[src/rtl/scr_pkg.sv]
package scr_pkg;
   typedef enum logic [1:0] {
      SCR_LEN_SHORT = 2'b00,
      SCR_LEN_LONG  = 2'b01,
      SCR_LEN_OFF0  = 2'b10,
      SCR_LEN_OFF1  = 2'b11
   } scr_len_e;

   localparam int unsigned SCR_BYTE_W  = 8;
   localparam int unsigned SCR_SHORT_W = 6;
   localparam int unsigned SCR_LONG_W  = 15;
endpackage

[src/rtl/scr_cfg_decode.sv]
module scr_cfg_decode
   import scr_pkg::*;
#(
   parameter int unsigned BYTE_W    = SCR_BYTE_W,
   parameter int unsigned SHORT_W   = SCR_SHORT_W,
   parameter int unsigned LONG_W    = SCR_LONG_W,
   parameter int unsigned SHORT_GAP = 1
) (
   input  logic [1:0]         len_sel,
   input  logic [BYTE_W-1:0]  seed_lo,
   input  logic [BYTE_W-1:0]  seed_hi,
   output logic               use_short,
   output logic               use_long,
   output logic [SHORT_W-1:0] seed_short,
   output logic [LONG_W-1:0]  seed_long
);
   localparam int unsigned HI_USED = LONG_W - BYTE_W;

   if (LONG_W <= BYTE_W || LONG_W >= 2 * BYTE_W) begin : g_bad_long
      $error("scr_cfg_decode: LONG_W must lie strictly between BYTE_W and 2*BYTE_W");
   end
   if (SHORT_W + 1 > HI_USED || SHORT_GAP >= SHORT_W) begin : g_bad_short
      $error("scr_cfg_decode: short seed does not fit in the upper seed field");
   end

   scr_len_e len_q;
   assign len_q     = scr_len_e'(len_sel);
   assign use_short = (len_q == SCR_LEN_SHORT);
   assign use_long  = (len_q == SCR_LEN_LONG);

   assign seed_long = {seed_hi[HI_USED-1:0], seed_lo};

   for (genvar i = 0; i < SHORT_W; i++) begin : g_short_map
      localparam int unsigned SRC = (i < SHORT_GAP) ? i : i + 1;
      assign seed_short[i] = seed_hi[SRC];
   end

   logic unused_hi_top;
   assign unused_hi_top = ^seed_hi[BYTE_W-1:HI_USED];


   always_comb begin
      decode_excl_chk: assert (!(use_short && use_long) || $isunknown(len_sel));
   end
endmodule

[src/rtl/scr_lfsr.sv]
module scr_lfsr #(
   parameter int unsigned W   = 15,
   parameter int unsigned TAP = 14
) (
   input  logic         clk,
   input  logic         rst_n,
   input  logic         load,
   input  logic         adv,
   input  logic [W-1:0] seed,
   output logic         mask_bit
);
   if (W < 3) begin : g_bad_w
      $error("scr_lfsr: W must be at least 3");
   end
   if (TAP < 1 || TAP >= W) begin : g_bad_tap
      $error("scr_lfsr: TAP must lie in 1..W-1");
   end

   logic [W-1:0] state_q;
   logic [W-1:0] cur;
   logic [W-1:0] stepped;
   logic         fb;

   assign cur      = load ? seed : state_q;
   assign fb       = cur[W-1] ^ cur[TAP-1];
   assign stepped  = {cur[W-2:0], fb};
   assign mask_bit = cur[W-1];

   always_ff @(posedge clk or negedge rst_n) begin
      if (!rst_n) begin
         state_q <= '0;
      end else if (adv) begin
         state_q <= stepped;
      end else if (load) begin
         state_q <= seed;
      end
   end


   hold_state_chk: assert property (@(posedge clk) disable iff (!rst_n)
      (!load && !adv) |=> $stable(state_q));


   seed_load_chk: assert property (@(posedge clk) disable iff (!rst_n)
      (load && !adv) |=> (state_q == $past(seed)));


   zero_lock_chk: assert property (@(posedge clk) disable iff (!rst_n)
      (!load && state_q == '0) |=> (state_q == '0));
endmodule

[src/rtl/pkt_scrambler.sv]
module pkt_scrambler
   import scr_pkg::*;
#(
   parameter int unsigned BYTE_W    = SCR_BYTE_W,
   parameter int unsigned SHORT_W   = SCR_SHORT_W,
   parameter int unsigned LONG_W    = SCR_LONG_W,
   parameter int unsigned SHORT_TAP = SCR_SHORT_W - 1,
   parameter int unsigned LONG_TAP  = SCR_LONG_W - 1
) (
   input  logic              clk,
   input  logic              rst_n,
   input  logic [1:0]        cfg_len_sel,
   input  logic [BYTE_W-1:0] cfg_seed_lo,
   input  logic [BYTE_W-1:0] cfg_seed_hi,
   input  logic              cfg_place_before,
   output logic              place_before_o,
   input  logic              pkt_start,
   input  logic              in_valid,
   output logic              in_ready,
   input  logic              in_bit,
   output logic              out_valid,
   input  logic              out_ready,
   output logic              out_bit
);
   logic               use_short;
   logic               use_long;
   logic [SHORT_W-1:0] seed_short;
   logic [LONG_W-1:0]  seed_long;
   logic               mask_short;
   logic               mask_long;
   logic               accept;
   logic               mask;

   scr_cfg_decode #(
      .BYTE_W (BYTE_W),
      .SHORT_W(SHORT_W),
      .LONG_W (LONG_W)
   ) u_dec (
      .len_sel   (cfg_len_sel),
      .seed_lo   (cfg_seed_lo),
      .seed_hi   (cfg_seed_hi),
      .use_short (use_short),
      .use_long  (use_long),
      .seed_short(seed_short),
      .seed_long (seed_long)
   );

   assign accept = in_valid && out_ready;

   scr_lfsr #(.W(SHORT_W), .TAP(SHORT_TAP)) u_gen_short (
      .clk     (clk),
      .rst_n   (rst_n),
      .load    (pkt_start),
      .adv     (accept),
      .seed    (seed_short),
      .mask_bit(mask_short)
   );

   scr_lfsr #(.W(LONG_W), .TAP(LONG_TAP)) u_gen_long (
      .clk     (clk),
      .rst_n   (rst_n),
      .load    (pkt_start),
      .adv     (accept),
      .seed    (seed_long),
      .mask_bit(mask_long)
   );

   always_comb begin
      mask = 1'b0;
      if (use_long) begin
         mask = mask_long;
      end else if (use_short) begin
         mask = mask_short;
      end
   end

   assign out_bit        = in_bit ^ mask;
   assign out_valid      = in_valid;
   assign in_ready       = out_ready;
   assign place_before_o = cfg_place_before;


   bypass_clear_chk: assert property (@(posedge clk) disable iff (!rst_n)
      cfg_len_sel[1] |-> (out_bit == in_bit));


   flow_pair_chk: assert property (@(posedge clk) disable iff (!rst_n)
      (out_valid == in_valid) && (in_ready == out_ready));
endmodule

[config.mk]
export PLATFORM = sky130hd
export DESIGN_NAME = pkt_scrambler
export DESIGN_NICKNAME = d
export VERILOG_FILES = /design/src/rtl/scr_pkg.sv /design/src/rtl/scr_cfg_decode.sv /design/src/rtl/scr_lfsr.sv /design/src/rtl/pkt_scrambler.sv
export SDC_FILE = /design/constraint.sdc
export NUM_CORES = 1
export LEC_CHECK = 0
export BUFFER_PORTS_ARGS = -buffer_cell sky130_fd_sc_hd__buf_2
export CORE_ASPECT_RATIO = 1.1
export CORE_MARGIN = 3
export CORE_UTILIZATION = 30
export DETAILED_ROUTE_END_ITERATION = 8
export PLACE_DENSITY_LB_ADDON = 0.08
export SKIP_CTS_REPAIR_TIMING = 1
export SKIP_LAST_GASP = 1
export SYNTH_ARGS = -nofsm -noshare
export SYNTH_HDL_FRONTEND = slang
export SYNTH_SLANG_ARGS = --single-unit
export TNS_END_PERCENT = 30
[constraint.sdc]
create_clock -name clk -period 1.7 [get_ports clk]
set_clock_uncertainty 0.1 [all_clocks]
set_input_delay 0.425 -clock clk [delete_from_list [all_inputs] [get_ports clk]]
set_output_delay 0.425 -clock clk [all_outputs]
set_load 0.02 [all_outputs]
Yosys cells after proc, flatten, opt, wreduce, memory -nomap -nowiden

Cells that the tools add are included.

Equal/unequal tests: 1
Multiplexer cells: 6
Bitwise gates (word level): 3
Reductions and logical operators: 2

Operator list:

| kind                 | count |
|---|---|
| $mux W15             | 2 |
| $mux W6              | 2 |
| $xor A1 B1 Y1        | 3 |
| $eq A2 B1 Y1 const B | 1 |
| $logic_not A2 Y1     | 1 |
| $mux W1              | 2 |
| $logic_and A1 B1 Y1  | 1 |

Register bits after elaboration: 21
Input bits: 25
Output and inout bits: 4
Word-level logic and storage cells: 14

Logic depth before layout (Yosys ltp)

Gate-level depths: netlist of the first run.

Depth in word-level cells: 4
Gate-level depth with buffers: 5
Depth with buffers taken out: 3

Cells and area by module

From an unflattened synthesis of the first run, not the netlist that was laid out.

Cells, all modules: 84
Area total of the unflattened synthesis: 1,366.3 um^2

By module, submodules not included:

| module                  | instances | cells each | area each (um^2) | sequential area each (um^2) |
|---|---|---|---|---|
| scr_lfsr at u_gen_long  | 1         | 36         | 800.8            | 375.4 |
| scr_lfsr at u_gen_short | 1         | 16         | 325.3            | 150.1 |
| scr_cfg_decode          | 1         | 23         | 170.2            | 0.0 |
| pkt_scrambler           | 1         | 9          | 70.1             | 0.0 |

Worst setup path after synthesis of the first run

Ideal clock, no wire load.

Path type: input -> output
Start: in pkt_start
End: out out_bit
Data arrival time: 1.299 ns
Data required time: 1.175 ns
Setup slack: -0.124 ns
Stages: 4
Path buffers: 1
Cell sequence: buf_6 -> nor2b_1 -> a211oi_1 -> xor2_1

Cells in the longest elaborated chain, start to end: 4
Elaborated cells on any way between the ends: 5
Those cells by class: mux (4); bitwise (1)

Ends and longest elaborated chain:

| what              | line                | text |
|---|---|---|
| from (decl)       | pkt_scrambler.sv:17 | `input logic pkt_start,` |
| $mux W6           | -                   |  |
| $mux W1           | pkt_scrambler.sv:72 | `end else if (use_short) begin` |
| $mux W1 (*)       | pkt_scrambler.sv:70 | `if (use_long) begin` |
| $xor A1 B1 Y1 (*) | pkt_scrambler.sv:77 | `assign out_bit = in_bit ^ mask;` |
| to (decl)         | pkt_scrambler.sv:23 | `output logic out_bit` |

Every way passes the cells marked *; elsewhere a longest branch is shown, timed or not.

Worst setup path in the final report of the first run

Start: reg u_gen_long.state_q[14]
End: out out_bit

Cells in the longest elaborated chain, start to end: 3

Ends and longest elaborated chain:

| what                   | line                | text |
|---|---|---|
| from (decl)            | scr_lfsr.sv:19      | `logic [W-1:0] state_q;` |
| from (signal assigned) | scr_lfsr.sv:33      | `state_q <= stepped;` |
| $mux W15               | -                   |  |
| $mux W1                | pkt_scrambler.sv:70 |  |
| $xor A1 B1 Y1          | pkt_scrambler.sv:77 |  |

No other way between the ends.

==> reports/metrics.csv, run 1 <==
metric,value,unit
power.share.switching,27.18,%
wl_per_cell,16.65,um
synthSimpleGateAreaFrac,2.643,%
stdcell_count,144,
insertion_delay,310,ps
rrSetupSlack,510,ps
p_per_area,836.1,nW/um^2
sequentialPowerShare,54.0,%
synthAdderAreaFrac,0,%
synth.avg_cell_area,17.21,um^2
synth_area_leader_cell,dfrtp_1,
ant_nets,0,
power.share.clock,21.9,%
setup_tns,-117.9,ps
finalSetupViolations,1,
fin_nets,122,
grt_pass1_wl,3.933,mm
postLayoutSetupSlackWorst,-117.9,ps
place_area,1308,um^2
hold_depth,2,
p_switching,309.6,uW
hpwl,1.753,mm
fin_crit,1818,ps
fp.dieArea,4562,um^2
initial_utilization,32.50,%
fmaxAchievable,550.1,MHz
internal_power,829.7,uW
end_kind,output pin,
die_h,70.54,um
place_congestion,0.6849,
synth_cell_type_count,14,
seq_area_frac_synth,46.26,%
drt_iter0_drc,12,
cts.sinks,21,
cap_violations,0,
ir_drop,0.0002474,V
antenna_cells,0,
via_per_inst,5.063,
fin_crit_sh,106.9,%
final_cell_mix,"buf_2, dfrtp_1, mux4_2",
required,1170,ps
postLayoutCellArea,1363,um^2
drc,0,
p_comb_share,24.0,%
layout-drive-gt1-share,61.46,%
critPathLaunch,u_gen_long.state_q[14],
core.rowCount,22,
numPortBuffers,25,
power_leakage,0.0005699,uW
min-delay-start,cfg_seed_lo[2],
wl,2.397,mm
rr_startpoint,u_gen_short.state_q[5],
hold_class,in -> reg,
numCtsBuffers,3,
syn_to_final_growth,19.93,%
slew_headroom,67.17,%
worst_pin_slew,492.4,ps
synth-compound-area-share,3.524,%
clk_pin_slew_worst_paths,130,ps
whs_endpoint,u_gen_long.state_q[3],
worstSetupStartpointType,flop,
grt.overflow.total,0,
dp_cells,137,
status,"complete, but fails checks",
antenna_found_initial,0,
synth_top_area_share,46.26,%
syn_nets,91,
synthCells,66,
grt_max_degree,22,
tritoncts,done,
rsz0062_at_grt,yes,
die_w,64.68,um
layout_commonest_cell,buf_2,
syn_area,1136,um^2
pre_cts_ws,-84.52,ps
synth_mux_area_share,38.55,%
top_level_ports,29,
dr_total_vias,729,
cts_htree_levels,1,
r2r_end,u_gen_short.state_q[5],
drt-pass1-iter-count,4,
final_hold_viol_count,0,
clockBufferDepth,2,
final_util,38.98,%
coreArea,3496,um^2
yosys_warnings,0,
ys_top_cells_by_area,"dfrtp_1, mux4_2, xor2_1, buf_6, buf_4",
maxSlewViolCount,0,
worstSetupPathType,reg -> out,
cp.arrival,1290,ps
ys_seq_elements,21,
cts_root_buf,clkbuf_4,
violations,setup timing,
grt_usage,11.47,%
synthXorXnorAreaFrac,3.084,%
r2r_cells,2,
worstPathMaxFanout,2,
synth_top_family_by_area,multiplexers,
grt_pass1_vias,763,
## metal layers
layer | global-route usage [%] | wire (um) | vias to the layer above
li1 | - | - | 319
met1 | 17.95 | 1168 | 380
met2 | 15.37 | 1049 | 28
met3 | 2.222 | 156 | 2
met4 | 4.930 | 22 | 0
met5 | 0 | 0 | -
## power by group through the flow
| stage | Combinational, uW | Sequential (uW) | Clock [uW] |
|---|---|---|---|
| finish | 274 | 616 | 250 |
| global route | 296 | 624 | 287 |
| CTS | 261 | 619 | 263 |
| detailed placement | 258 | 630 | 0 |
| global placement | 257 | 627 | 0 |
| floorplan | 194 | 611 | 0 |
## layout make-up
class	count	area, um^2
well taps	48	60.06
repair buffers	33	190.2
fillers	344	2133
inverters	1	3.754
multi-input cells	37	555.5
flip-flops and latches	21	525.5
clock buffers	3	22.52
clock inverters	1	5.005
## through the flow
step	hold slack (ps)	power, uW
2_1_floorplan	29.41	804.6
3_3_place_gp	325.7	883.8
3_5_place_dp	317.3	887.6
4_1_cts	-38.05	1143
5_1_grt	321.9	1207
6_report	337.4	1139
## state kept, by name, indices dropped and copies added (netlist names)
name                 cells
u_gen_short.state_q      6
u_gen_long.state_q      15
## critical path, cell delays in order (launching register included)
cell and delay [ps]:
dfrtp_1 370, mux2i_1 80, a211oi_2 250, xor2_2 150, buf_4 150
## worst max-delay path by stage
stage / endpoint / slack [ps] / depth (start not counted)
after CTS: out_bit / -270 / 4
final: out_bit / -120 / 4
after global routing: out_bit / -200 / 4
after floorplan: out_bit / 2 / 4
after global placement: out_bit / -70 / 5
after detailed placement: out_bit / -80 / 5
## kinds of logic (layout without fill, tap and decap cells)
group / count (synthesis) / in the layout
buffers and inverters: 8 / 38
muxes: 20 / 20
AOI/OAI and AO/OA: 7 / 7
DFF: 21 / 21
and+or+nand+nor: 6 / 6
xor gates and xnor gates: 4 / 4
## synthesized netlist by cell type
| master | count |
|---|---|
| mux4_2 | 19 |
| o21ai_0 | 4 |
| buf_6 | 3 |
| a211oi_1 | 1 |
| nor2_1 | 3 |
| nand2_1 | 1 |
| o22ai_1 | 2 |
| xor2_1 | 4 |
| nor2b_1 | 1 |
| mux2i_1 | 1 |
| buf_4 | 4 |
| inv_2 | 1 |
| dfrtp_1 | 21 |
| and2_4 | 1 |
Note: power is estimated with default switching activity, not from simulation.
==> inputs of run 2 (changes only) <==
--- a/config.mk
+++ b/config.mk
@@ -15,5 +15,6 @@
 export SKIP_LAST_GASP = 1
 export SYNTH_ARGS = -nofsm -noshare
 export SYNTH_HDL_FRONTEND = slang
+export SYNTH_HIERARCHICAL = 1
 export SYNTH_SLANG_ARGS = --single-unit
 export TNS_END_PERCENT = 30
==> constraint.sdc (replaced) <==
create_clock -name clk -period 1.55 [get_ports clk]
set_clock_uncertainty 0.1 [all_clocks]
set_input_delay 0.3875 -clock clk [delete_from_list [all_inputs] [get_ports clk]]
set_output_delay 0.3875 -clock clk [all_outputs]
set_load 0.02 [all_outputs]
==> run 2 against run 1 <==
  * The run ends with hold timing, setup timing left
  * Core utilization decreased by 5.4 points
  * Critical path depth unchanged
  * Worst setup slack got worse by 250 ps
  * Sequential share of layout area fell by 2.6 points
  * First-iteration DRC count rose by 67%
  * Area after synthesis up 20%
  * Routed wire length fell by 2.5%
  * Register-to-register slack got worse by 330 ps
==> reports/metrics.csv, run 2 <==
metric,value,unit
status,"complete, but fails checks",
violations,"hold timing, setup timing",
fillCellCount,429,
worst_pin_slew,479.9,ps
layout_commonest_cell,buf_2,
die_h,76.78,um
postLayoutCellArea,1461,um^2
grt.overflow.total,0,
required,1060,ps
final_cell_mix,"buf_2, dfrtp_1, mux4_2",
syn_to_final_growth,6.960,%
fmaxAchievable,521.3,MHz
maxSlewViolCount,0,
postLayoutSetupSlackWorst,-368.3,ps
synth_edf_count,0,
ys_seq_elements,21,
grt_max_degree,22,
fin_crit_sh,123.8,%
synthCells,84,
largest_reg_flops,15,
cp.arrival,1430,ps
critPathMaxStageDelay,390,ps
hpwl,1.610,mm
hold_class,in -> async,
grt_use_met3,1.966,%
use_met2,15.07,%
seq_area_frac_synth,38.46,%
tritoncts,done,
place_area,1405,um^2
fp.dieArea,5401,um^2
fin_nets,117,
worstSetupPathType,reg -> out,
grt_pass1_vias,818,
rrSetupSlack,180,ps
insertion_delay,260,ps
cts.sinks,21,
ant_nets,0,
place_congestion,0.6771,
finalSetupViolations,1,
path_buf_inv,1,
antenna_found_initial,0,
cap_violations,0,
synth_cell_type_count,17,
coreArea,4348,um^2
cts_htree_levels,1,
cp_top_family,flip-flops,
ys_top_cells_by_area,"dfrtp_1, mux4_2, buf_4, mux4_1, xor2_1",
p_per_area,934.2,nW/um^2
rsz0062_at_grt,yes,
wl,2.336,mm
wl_per_cell,16.11,um
antenna_cells,0,
end_kind,output pin,
reg.largest.list,"u_gen_long/state_q: 15 flops, u_gen_short/state_q: 6 flops",
initial_utilization,31.42,%
numPortBuffers,25,
async_flop_share,100.0,%
power_leakage,0.0006129,uW
grt.busiest_layer,met2,
worstSetupStartpointType,flop,
synth.most_common_cell,buf_4,
syn_area,1366,um^2
ys.flop_type,dfrtp_1,
top_register,u_gen_long/state_q,
worstPathMaxFanout,2,
die_w,70.35,um
drc,0,
grt_pass1_wl,3.988,mm
yosys_warnings,6,
dr_total_vias,716,
drt_iter0_drc,20,
numCtsBuffers,3,
synth.avg_cell_area,16.27,um^2
worst_hold_slack,-23.85,ps
slew_headroom,68.01,%
clockBufferDepth,2,
grtUsageMet1,12.23,%
cts_root_buf,clkbuf_8,
final_hold_viol_count,21,
synth_top_area_share,38.46,%
clk_pin_slew_worst_paths,80,ps
drt-pass1-iter-count,4,
layout-drive-gt1-share,60.44,%
top_level_ports,29,
ir_drop,0.0003672,V
core.rowCount,25,
fin_crit,1918,ps
synth_common_cells,"buf_4, dfrtp_1, mux4_2",
via_per_inst,4.938,
grt_usage,9.318,%
synth_area_leader_cell,dfrtp_1,
slowest_stage,dfrtp_1,
path_cells,"mux2_4, and4b_1, a211oi_4, buf_6",
syn_nets,109,
run 2: changes by cell type in the layout (fill, tap and decap cells not counted), sizes merged, moves of 2 or more:
cell,before,now
mux2,0,2
mux4,19,21
nor2,3,1
o21ai,4,0
o22ai,2,0
run 2: stage by stage:
stage               util [%]  setup slack, ps  cells  setup TNS (ps)  total power (uW)
floorplan                  -           -290.9     84          -290.9             954.0
global placement       32.32           -384.6    141           -3729              1010
detailed placement     32.32           -411.6    141           -3836              1009
CTS                    33.38           -479.2    145          -479.2              1388
global route           33.61           -430.6    145          -473.5              1445
finish                 33.61           -368.3    145          -368.3              1365
run 2: cell families after synthesis:
family | count (synthesis) | synth area share, %
flops | 21 | 38.46
simple gates | 6 | 3.114
compound gates | 2 | 1.282
xor+xnor | 4 | 2.564
mux | 23 | 37.91
buf+inv | 28 | 16.67
run 2: cell type report:
type                    instances  area [um^2]  share of cell area [%]
flip-flops and latches         21        525.5                   35.96
clock buffers                   3        41.29                   2.825
repair buffers                 31        188.9                   12.93
multi-input cells              35        633.1                   43.32
well taps                      54        67.56                   4.623
clock inverters                 1        5.005                  0.3425
run 2: worst paths after layout:
kind	start	endpoint	depth (start not counted)
max in group asynchronous	rst_n	u_gen_long/state_q[0]	1
min reg2reg	u_gen_short/state_q[2]	u_gen_short/state_q[3]	1
min	rst_n	u_gen_short/state_q[3]	1
max	u_gen_short/state_q[5]	out_bit	4
max reg2reg	u_gen_long/state_q[14]	u_gen_long/state_q[0]	3
min in group clk	cfg_seed_lo[3]	u_gen_long/state_q[4]	2
run 2: per-layer routing:
metal	part of all wire, %	up-vias	wire, um
li1	-	315	-
met1	43	385	999
met2	52	14	1226
met3	4.1	2	95
met4	0.64	0	15
met5	0	-	0
run 2: power breakdown:
| group | switching, uW | total (uW) | internal (uW) |
|---|---|---|---|
| clock | 183 | 362 | 179 |
| combinational | 109 | 322 | 214 |
| sequential | 48.4 | 681 | 633 |
